===== src/rtl/fhpc_pkg.sv =====
package fhpc_pkg;

  typedef enum logic [1:0] {
    PW_DEEP = 2'd0,
    PW_WAKE = 2'd1,
    PW_IDLE = 2'd2,
    PW_RUN  = 2'd3
  } pw_state_e;

  function automatic int ceil_div(input int num, input int den);
    return (num + den - 1) / den;
  endfunction

endpackage


===== src/rtl/fhpc_power.sv =====
module fhpc_power
  import fhpc_pkg::*;
#(
  parameter int REC_CYC = 55
) (
  input  logic      clk,
  input  logic      rst_n,
  input  logic      pd_n,
  input  logic      chip_en,
  output pw_state_e state
);

  localparam int CNT_W = (REC_CYC < 2) ? 1 : $clog2(REC_CYC);
  localparam logic [CNT_W-1:0] CNT_LOAD = CNT_W'(REC_CYC - 1);

  pw_state_e        state_q, state_d;
  logic [CNT_W-1:0] cnt_q, cnt_d;
  logic             cnt_en;

  // next-state logic
  always_comb begin
    state_d = state_q;
    case (state_q)
      PW_DEEP: if (pd_n) state_d = PW_WAKE;
      PW_WAKE: begin
        if (!pd_n)             state_d = PW_DEEP;
        else if (cnt_q == '0)  state_d = chip_en ? PW_RUN : PW_IDLE;
      end
      default: begin
        if (!pd_n) state_d = PW_DEEP;
        else       state_d = chip_en ? PW_RUN : PW_IDLE;
      end
    endcase
  end

  // recovery counter: loaded while asleep, counts down while waking
  always_comb begin
    cnt_en = 1'b0;
    cnt_d  = cnt_q;
    if (state_q == PW_DEEP) begin
      cnt_en = 1'b1;
      cnt_d  = CNT_LOAD;
    end else if (state_q == PW_WAKE && cnt_q != '0) begin
      cnt_en = 1'b1;
      cnt_d  = cnt_q - 1'b1;
    end
  end

  always_ff @(posedge clk or negedge rst_n) begin
    if (!rst_n) state_q <= PW_DEEP;
    else        state_q <= state_d;
  end

  always_ff @(posedge clk or negedge rst_n) begin
    if (!rst_n)      cnt_q <= CNT_LOAD;
    else if (cnt_en) cnt_q <= cnt_d;
  end

  assign state = state_q;


  deep_entry_chk: assert property (@(posedge clk) disable iff (!rst_n)
    !pd_n |=> state_q == PW_DEEP);


  wake_hold_chk: assert property (@(posedge clk) disable iff (!rst_n)
    (state_q == PW_WAKE && cnt_q != '0 && pd_n) |=> state_q == PW_WAKE);


  wake_from_deep_chk: assert property (@(posedge clk) disable iff (!rst_n)
    (state_q == PW_WAKE) |-> ($past(state_q) inside {PW_DEEP, PW_WAKE}));

endmodule


===== src/rtl/fhpc_lane_map.sv =====
module fhpc_lane_map #(
  parameter int ADDR_W = 21,
  parameter int DATA_W = 16
) (
  input  logic              clk,
  input  logic              rst_n,
  input  logic              access_ok,
  input  logic              bus_wide,
  input  logic              oe_n,
  input  logic              we_n,
  input  logic [ADDR_W-1:0] addr,
  input  logic [DATA_W-1:0] host_wdata,
  input  logic [DATA_W-1:0] arr_rdata,
  output logic [ADDR_W-2:0] arr_addr,
  output logic              arr_rd,
  output logic              arr_wr,
  output logic [DATA_W/8-1:0] arr_lane,
  output logic [DATA_W-1:0] arr_wdata,
  output logic [DATA_W-1:0] dq_out,
  output logic              dq_oe
);

  localparam int LANES = DATA_W / 8;
  localparam int SEL_W = (LANES < 2) ? 1 : $clog2(LANES);

  logic [SEL_W-1:0] byte_sel;
  logic [7:0]       rd_byte;

  assign byte_sel = addr[SEL_W-1:0];
  assign arr_addr = addr[ADDR_W-1:1];

  assign arr_rd = access_ok && !oe_n && we_n;
  assign arr_wr = access_ok && !we_n;
  assign dq_oe  = arr_rd;

  for (genvar g = 0; g < LANES; g++) begin : g_lane
    assign arr_lane[g]      = bus_wide || (byte_sel == SEL_W'(g));
    assign arr_wdata[g*8 +: 8] = bus_wide ? host_wdata[g*8 +: 8] : host_wdata[7:0];
  end

  assign rd_byte = arr_rdata[byte_sel*8 +: 8];
  assign dq_out  = bus_wide ? arr_rdata : {{(DATA_W-8){1'b0}}, rd_byte};


  byte_lane_onehot_chk: assert property (@(posedge clk) disable iff (!rst_n)
    (arr_wr && !bus_wide) |-> $countones(arr_lane) == 1);


  word_lane_full_chk: assert property (@(posedge clk) disable iff (!rst_n)
    (arr_wr && bus_wide) |-> $countones(arr_lane) == LANES);


  byte_upper_zero_chk: assert property (@(posedge clk) disable iff (!rst_n)
    (dq_oe && !bus_wide) |-> dq_out[DATA_W-1:8] == '0);

endmodule


===== src/rtl/fhpc_rdy.sv =====
module fhpc_rdy (
  input  logic in_deep,
  input  logic wsm_busy,
  output logic pull_low
);

  assign pull_low = wsm_busy && !in_deep;

endmodule


===== src/rtl/flash_host_front.sv =====
module flash_host_front
  import fhpc_pkg::*;
#(
  parameter int CLK_PS   = 10000,
  parameter int RECOV_PS = 550000,
  parameter int ADDR_W   = 21,
  parameter int DATA_W   = 16
) (
  input  logic                clk,
  input  logic                rst_n,
  input  logic                ce_a_n,
  input  logic                ce_b_n,
  input  logic                pd_n,
  input  logic                bus_wide,
  input  logic                oe_n,
  input  logic                we_n,
  input  logic [ADDR_W-1:0]   addr,
  input  logic [DATA_W-1:0]   dq_in,
  output logic [DATA_W-1:0]   dq_out,
  output logic                dq_oe,
  output logic [ADDR_W-2:0]   arr_addr,
  output logic                arr_rd,
  output logic                arr_wr,
  output logic [DATA_W/8-1:0] arr_lane,
  output logic [DATA_W-1:0]   arr_wdata,
  input  logic [DATA_W-1:0]   arr_rdata,
  input  logic                wsm_busy,
  output logic                wsm_reset,
  output logic                stat_clr,
  output logic                rb_pull_low,
  output logic                data_valid,
  output logic [1:0]          pwr_state
);

  localparam int REC_CYC = ceil_div(RECOV_PS, CLK_PS);

  logic      rst_meta_q, rst_sync_q;
  logic      chip_en;
  pw_state_e state;
  logic      in_deep;

  // asynchronous assert, synchronous release
  always_ff @(posedge clk or negedge rst_n) begin
    if (!rst_n) begin
      rst_meta_q <= 1'b0;
      rst_sync_q <= 1'b0;
    end else begin
      rst_meta_q <= 1'b1;
      rst_sync_q <= rst_meta_q;
    end
  end

  assign chip_en = !ce_a_n && !ce_b_n;

  fhpc_power #(.REC_CYC(REC_CYC)) u_power (
    .clk     (clk),
    .rst_n   (rst_sync_q),
    .pd_n    (pd_n),
    .chip_en (chip_en),
    .state   (state)
  );

  assign in_deep    = (state == PW_DEEP);
  assign wsm_reset  = in_deep;
  assign stat_clr   = in_deep;
  assign data_valid = (state == PW_IDLE) || (state == PW_RUN);
  assign pwr_state  = state;

  fhpc_lane_map #(.ADDR_W(ADDR_W), .DATA_W(DATA_W)) u_lane (
    .clk        (clk),
    .rst_n      (rst_sync_q),
    .access_ok  ((state == PW_RUN) && chip_en),
    .bus_wide   (bus_wide),
    .oe_n       (oe_n),
    .we_n       (we_n),
    .addr       (addr),
    .host_wdata (dq_in),
    .arr_rdata  (arr_rdata),
    .arr_addr   (arr_addr),
    .arr_rd     (arr_rd),
    .arr_wr     (arr_wr),
    .arr_lane   (arr_lane),
    .arr_wdata  (arr_wdata),
    .dq_out     (dq_out),
    .dq_oe      (dq_oe)
  );

  fhpc_rdy u_rdy (
    .in_deep  (in_deep),
    .wsm_busy (wsm_busy),
    .pull_low (rb_pull_low)
  );


  dual_enable_chk: assert property (@(posedge clk) disable iff (!rst_sync_q)
    (dq_oe || arr_wr) |-> (!ce_a_n && !ce_b_n));


  bus_quiet_chk: assert property (@(posedge clk) disable iff (!rst_sync_q)
    (pwr_state != 2'd3) |-> (!dq_oe && !arr_rd && !arr_wr));


  rb_release_chk: assert property (@(posedge clk) disable iff (!rst_sync_q)
    (pwr_state == 2'd0) |-> !rb_pull_low);


  valid_after_wake_chk: assert property (@(posedge clk) disable iff (!rst_sync_q)
    $rose(data_valid) |-> $past(pwr_state) == 2'd1);

endmodule


===== config.mk =====
export PLATFORM = sky130hd
export DESIGN_NAME = flash_host_front
export DESIGN_NICKNAME = d
export VERILOG_FILES = /design/src/rtl/fhpc_pkg.sv /design/src/rtl/fhpc_power.sv /design/src/rtl/fhpc_lane_map.sv /design/src/rtl/fhpc_rdy.sv /design/src/rtl/flash_host_front.sv
export SDC_FILE = /design/constraint.sdc
export NUM_CORES = 1
export LEC_CHECK = 0
export ABC_CLOCK_PERIOD_IN_PS = 1000
export BUFFER_PORTS_ARGS = -buffer_cell sky130_fd_sc_hd__clkbuf_2
export CAP_MARGIN = 20
export CORE_MARGIN = 2
export CORE_UTILIZATION = 33
export CTS_BUF_LIST = sky130_fd_sc_hd__clkbuf_16
export CTS_CLUSTER_DIAMETER = 60
export DETAILED_ROUTE_END_ITERATION = 6
export GPL_TIMING_DRIVEN = 0
export PLACE_DENSITY = 0.81
export SYNTH_ARGS = -nofsm -noshare
export SYNTH_HDL_FRONTEND = slang
export SYNTH_SLANG_ARGS = --single-unit

===== constraint.sdc =====
create_clock -name clk -period 1 [get_ports clk]
set_input_delay 0.05 -clock clk [delete_from_list [all_inputs] [get_ports clk]]
set_output_delay 0.05 -clock clk [all_outputs]
set_load 0.02 [all_outputs]

==> flow_summary.yaml <==
outcome:
  status: "finished with violations"
  failed_checks: "negative setup slack"
power_and_ir_drop:
  clock_power_share: 0.362
  vdd_ir_drop_max_uv: 1270
  report.power.total_mw: 2.01
  power_frac_seq: 0.237
  p_int_mw: 1.37
  leakagePower_nw: 1.08
  power.switching_fraction: 0.319
  combinational_power_share: 0.401
  p_switching_mw: 0.639
  power_density_nw_per_um2: 962
cells_and_area:
  antenna-diode-count: 0
  fin_nets: 303
  layout.filler_cells: 240
  area.growth.synth_to_final_pct: 102
  layout.area.seq_sq_um: 260
  area_of_the_multi_input_gates_sq_um: 677
  fraction_of_final_layout_cells_sized_beyond_drive_strength_1: 0.849
sta:
  final_critical_path_setup_slack_ns: -0.383
  fin_hold_ws_ns: 0.0190
  rsz0062_at_grt: "true"
  final.min_clock_period_ns: 1.38
  finalCritPeriodShare: 1.38
  report.final.setup_viol: 17
  maxClockFrequency_mhz: 723
  timing_max_transition_violations_final: 0
  final_hold_viol_count: 0
  skew_ns: 0.00326
  setup_total_negative_slack_ns: -3.80
yosys:
  compound_gate_fraction_of_synth_area: 0.0861
  synthFlopType: "sky130_fd_sc_hd__dfrtp_1"
  netlist-cell-type-count: 33
  post-synth-top-count-cell: "sky130_fd_sc_hd__buf_4"
  syn_avg_cell_area_sq_um: 8.98
  yosysWarningCount: 0
  post_synth_and_or_nand_nor_area_fraction: 0.194
  synth_xor_xnor_area_share: 0
  post_synth_inst_count: 115
  syn-cell-area_sq_um: 1030
  synthTopCellsByCount: "sky130_fd_sc_hd__buf_4 (30), sky130_fd_sc_hd__mux2_2 (16), sky130_fd_sc_hd__and2_1 (8), sky130_fd_sc_hd__nor2_1 (8), sky130_fd_sc_hd__dfrtp_1 (6)"
  main_combinational_cell_family_by_area_after_synthesis: "buffers and inverters"
  synth_top_cell_by_area: "sky130_fd_sc_hd__buf_4"
  synth_mux_area_frac: 0.184
  share_of_synthesized_flip_flops_with_an_asynchronous_set_or_reset: 1.00
  ys_seq_area_frac: 0.247
  yosysTopAreaCellShare: 0.218
  yosys-top-cells-area: "sky130_fd_sc_hd__buf_4 (22%), sky130_fd_sc_hd__mux2_2 (17%), sky130_fd_sc_hd__dfrtp_1 (15%), sky130_fd_sc_hd__dfstp_2 (10%), sky130_fd_sc_hd__and2_1 (4.8%)"
  syn-num-nets: 179
  synth_seq_cells: 10
  synth_fa_ha_area_frac: 0.0242
  synth-edff-count: 0
floorplanning:
  design.portCount: 125
  horiz_die_dim_um: 59.9
  fp.dieH_um: 59.9
  floorplan.die_area_sq_um: 3590
  core_area_sq_um: 3000
  floorplan.initialDensity: 0.344
  num_rows: 20
place:
  io_buffers: 103
  gp_congestion: 0.758
  placement.setup.worst_slack_ns: -0.418
  detailedPlacementHpwl_um: 2570
drt:
  final_antenna_net_count: 0
  drt_wl_total_um: 3690
  drt-initial-drc-count: 18
  viasPerCell: 4.53
  drt_pre_antenna_iters: 4
  vias: 1228
  remaining_drc_errors: 0
  route.detailed.wl_per_inst_um: 13.6
min_path:
  worst_hold_path_class: "in -> reg"
global_routing:
  grt_overflow: 0
  grt_start_max_net_pins: 11
  grt_util_all_layers: 0.183
  wire_length_of_the_first_global_routing_pass_um: 4960
  grt_antenna_before_repair: 0
  grt_pass1_vias: 1115
critical_path:
  critPathSlowestCell: "sky130_fd_sc_hd__dfrtp_2"
  cp-end-kind: "flip-flop"
  cp_data_arrival_time_ns: 1.54
  crit_path_cell_trace: "inv_4, ha_4, nor2b_4, nor2_1, a311o_1"
  critical_path_required_ns: 1.15
  cp_slowest_stage_delay_ns: 0.41
  rrSetupSlack_ns: -0.38
  cp_num_buf_inv: 1
  start_kind: "flip-flop"
  timing.critical_path.fanout_max: 3
  worstSetupPathType: "reg -> reg"
  cp_top_family: "flip-flops"
cts:
  worst_skew_pair.late_latency_ns: 0.24
  cts_made_buffers: 3
  cts_tree: "yes"
  cts.htree.levels: 1
  clock-root-buffer: "sky130_fd_sc_hd__clkbuf_16"
  clock_input_transition_at_the_sequential_cells_of_the_worst_setup_and_hold_paths_ns: 0.04
  cts.sink_count: 10
  cts_buffer_depth: 2
job:
  max_cap_viol_count: 0
cell type report:
class,count,share of cell area
plain buffers,35,0.134
clock buffers,3,0.0360
clock inverters,1,0.00180
inverters,4,0.00840
multi-input cells,66,0.325
flip-flops and latches,10,0.125
well taps,33,0.0198
repair buffers,119,0.351
cell families (layout without fill, tap and decap cells):
| logic type | after synthesis | in the layout |
|---|---|---|
| other | 1 | 1 |
| flip-flops | 10 | 10 |
| AO/OA/AOI/OAI | 12 | 12 |
| adder cells (fa/ha/maj) | 2 | 2 |
| multiplexers | 17 | 17 |
| buffers and inverters | 39 | 162 |
| AND/OR/NAND/NOR | 34 | 34 |
path summary, 6_finish.rpt:
kind,endpoint,start,cells after the start
worst max register to register,u_power.cnt_q[4],u_power.cnt_q[0],5
min in group asynchronous,rst_meta_q,rst_n,2
worst min-delay path,u_power.state[0],pd_n,2
worst max-delay path,u_power.cnt_q[4],u_power.cnt_q[0],5
worst min register to register,u_power.state[0],rst_sync_q,0
max in group asynchronous,u_power.cnt_q[2],rst_sync_q,0
sequential cells by signal, indices dropped and copies added (netlist names):
name / cells
rst_sync_q: 1
u_power.state: 2
rst_meta_q: 1
u_power.cnt_q: 6
placed cells by master (no fill, tap or decap), types with 4 or more instances in the layout:
master,netlist,routed
sky130_fd_sc_hd__and2_1,8,8
sky130_fd_sc_hd__buf_4,30,37
sky130_fd_sc_hd__buf_6,1,12
sky130_fd_sc_hd__buf_8,0,6
sky130_fd_sc_hd__clkbuf_2,0,94
sky130_fd_sc_hd__dfrtp_2,0,4
sky130_fd_sc_hd__dfstp_2,4,4
sky130_fd_sc_hd__mux2_2,16,15
sky130_fd_sc_hd__nor2_1,8,4
repair_timing:
item | CTS | global route
endpoints found under the hold margin | 2 | 0
endpoints found under the setup margin | 24 | 21
pin swaps | 11 | 6
hold buffers | 1 | 0
gates cloned | 1 | 0
buffers inserted | 13 | 1
gates resized for setup | 29 | 30
power by group through the flow:
stage               sequential (mW)  combinational, mW  clock (mW)
detailed placement            0.486              0.687           0
global route                  0.480              0.857       0.752
CTS                           0.474              0.772       0.725
global placement              0.484              0.679           0
floorplan                     0.479              0.452           0
finish                        0.476              0.804       0.726
worst reg2reg max path, cell delays in order (launching register included):
cell	delay, ns
sky130_fd_sc_hd__dfrtp_2	0.41
sky130_fd_sc_hd__inv_4	0.08
sky130_fd_sc_hd__ha_4	0.16
sky130_fd_sc_hd__nor2b_4	0.20
sky130_fd_sc_hd__nor2_1	0.08
sky130_fd_sc_hd__a311o_1	0.37
routing by layer:
layer	vias to the layer above	wire length [um]	global-route usage
li1	605	-	-
met1	561	1330	0.210
met2	55	2090	0.315
met3	7	184	0.0260
met4	0	74	0.114
met5	-	0	0
per-stage QoR:
stage | instance area [sq um] | std cells | utilization
after global placement | 1690 | 251 | 0.563
after CTS | 2000 | 270 | 0.665
after floorplan | 1130 | 115 | -
after detailed placement | 1690 | 251 | 0.563
after global routing | 2090 | 271 | 0.695
final | 2090 | 271 | 0.695
(Power assumes the default switching activity.)
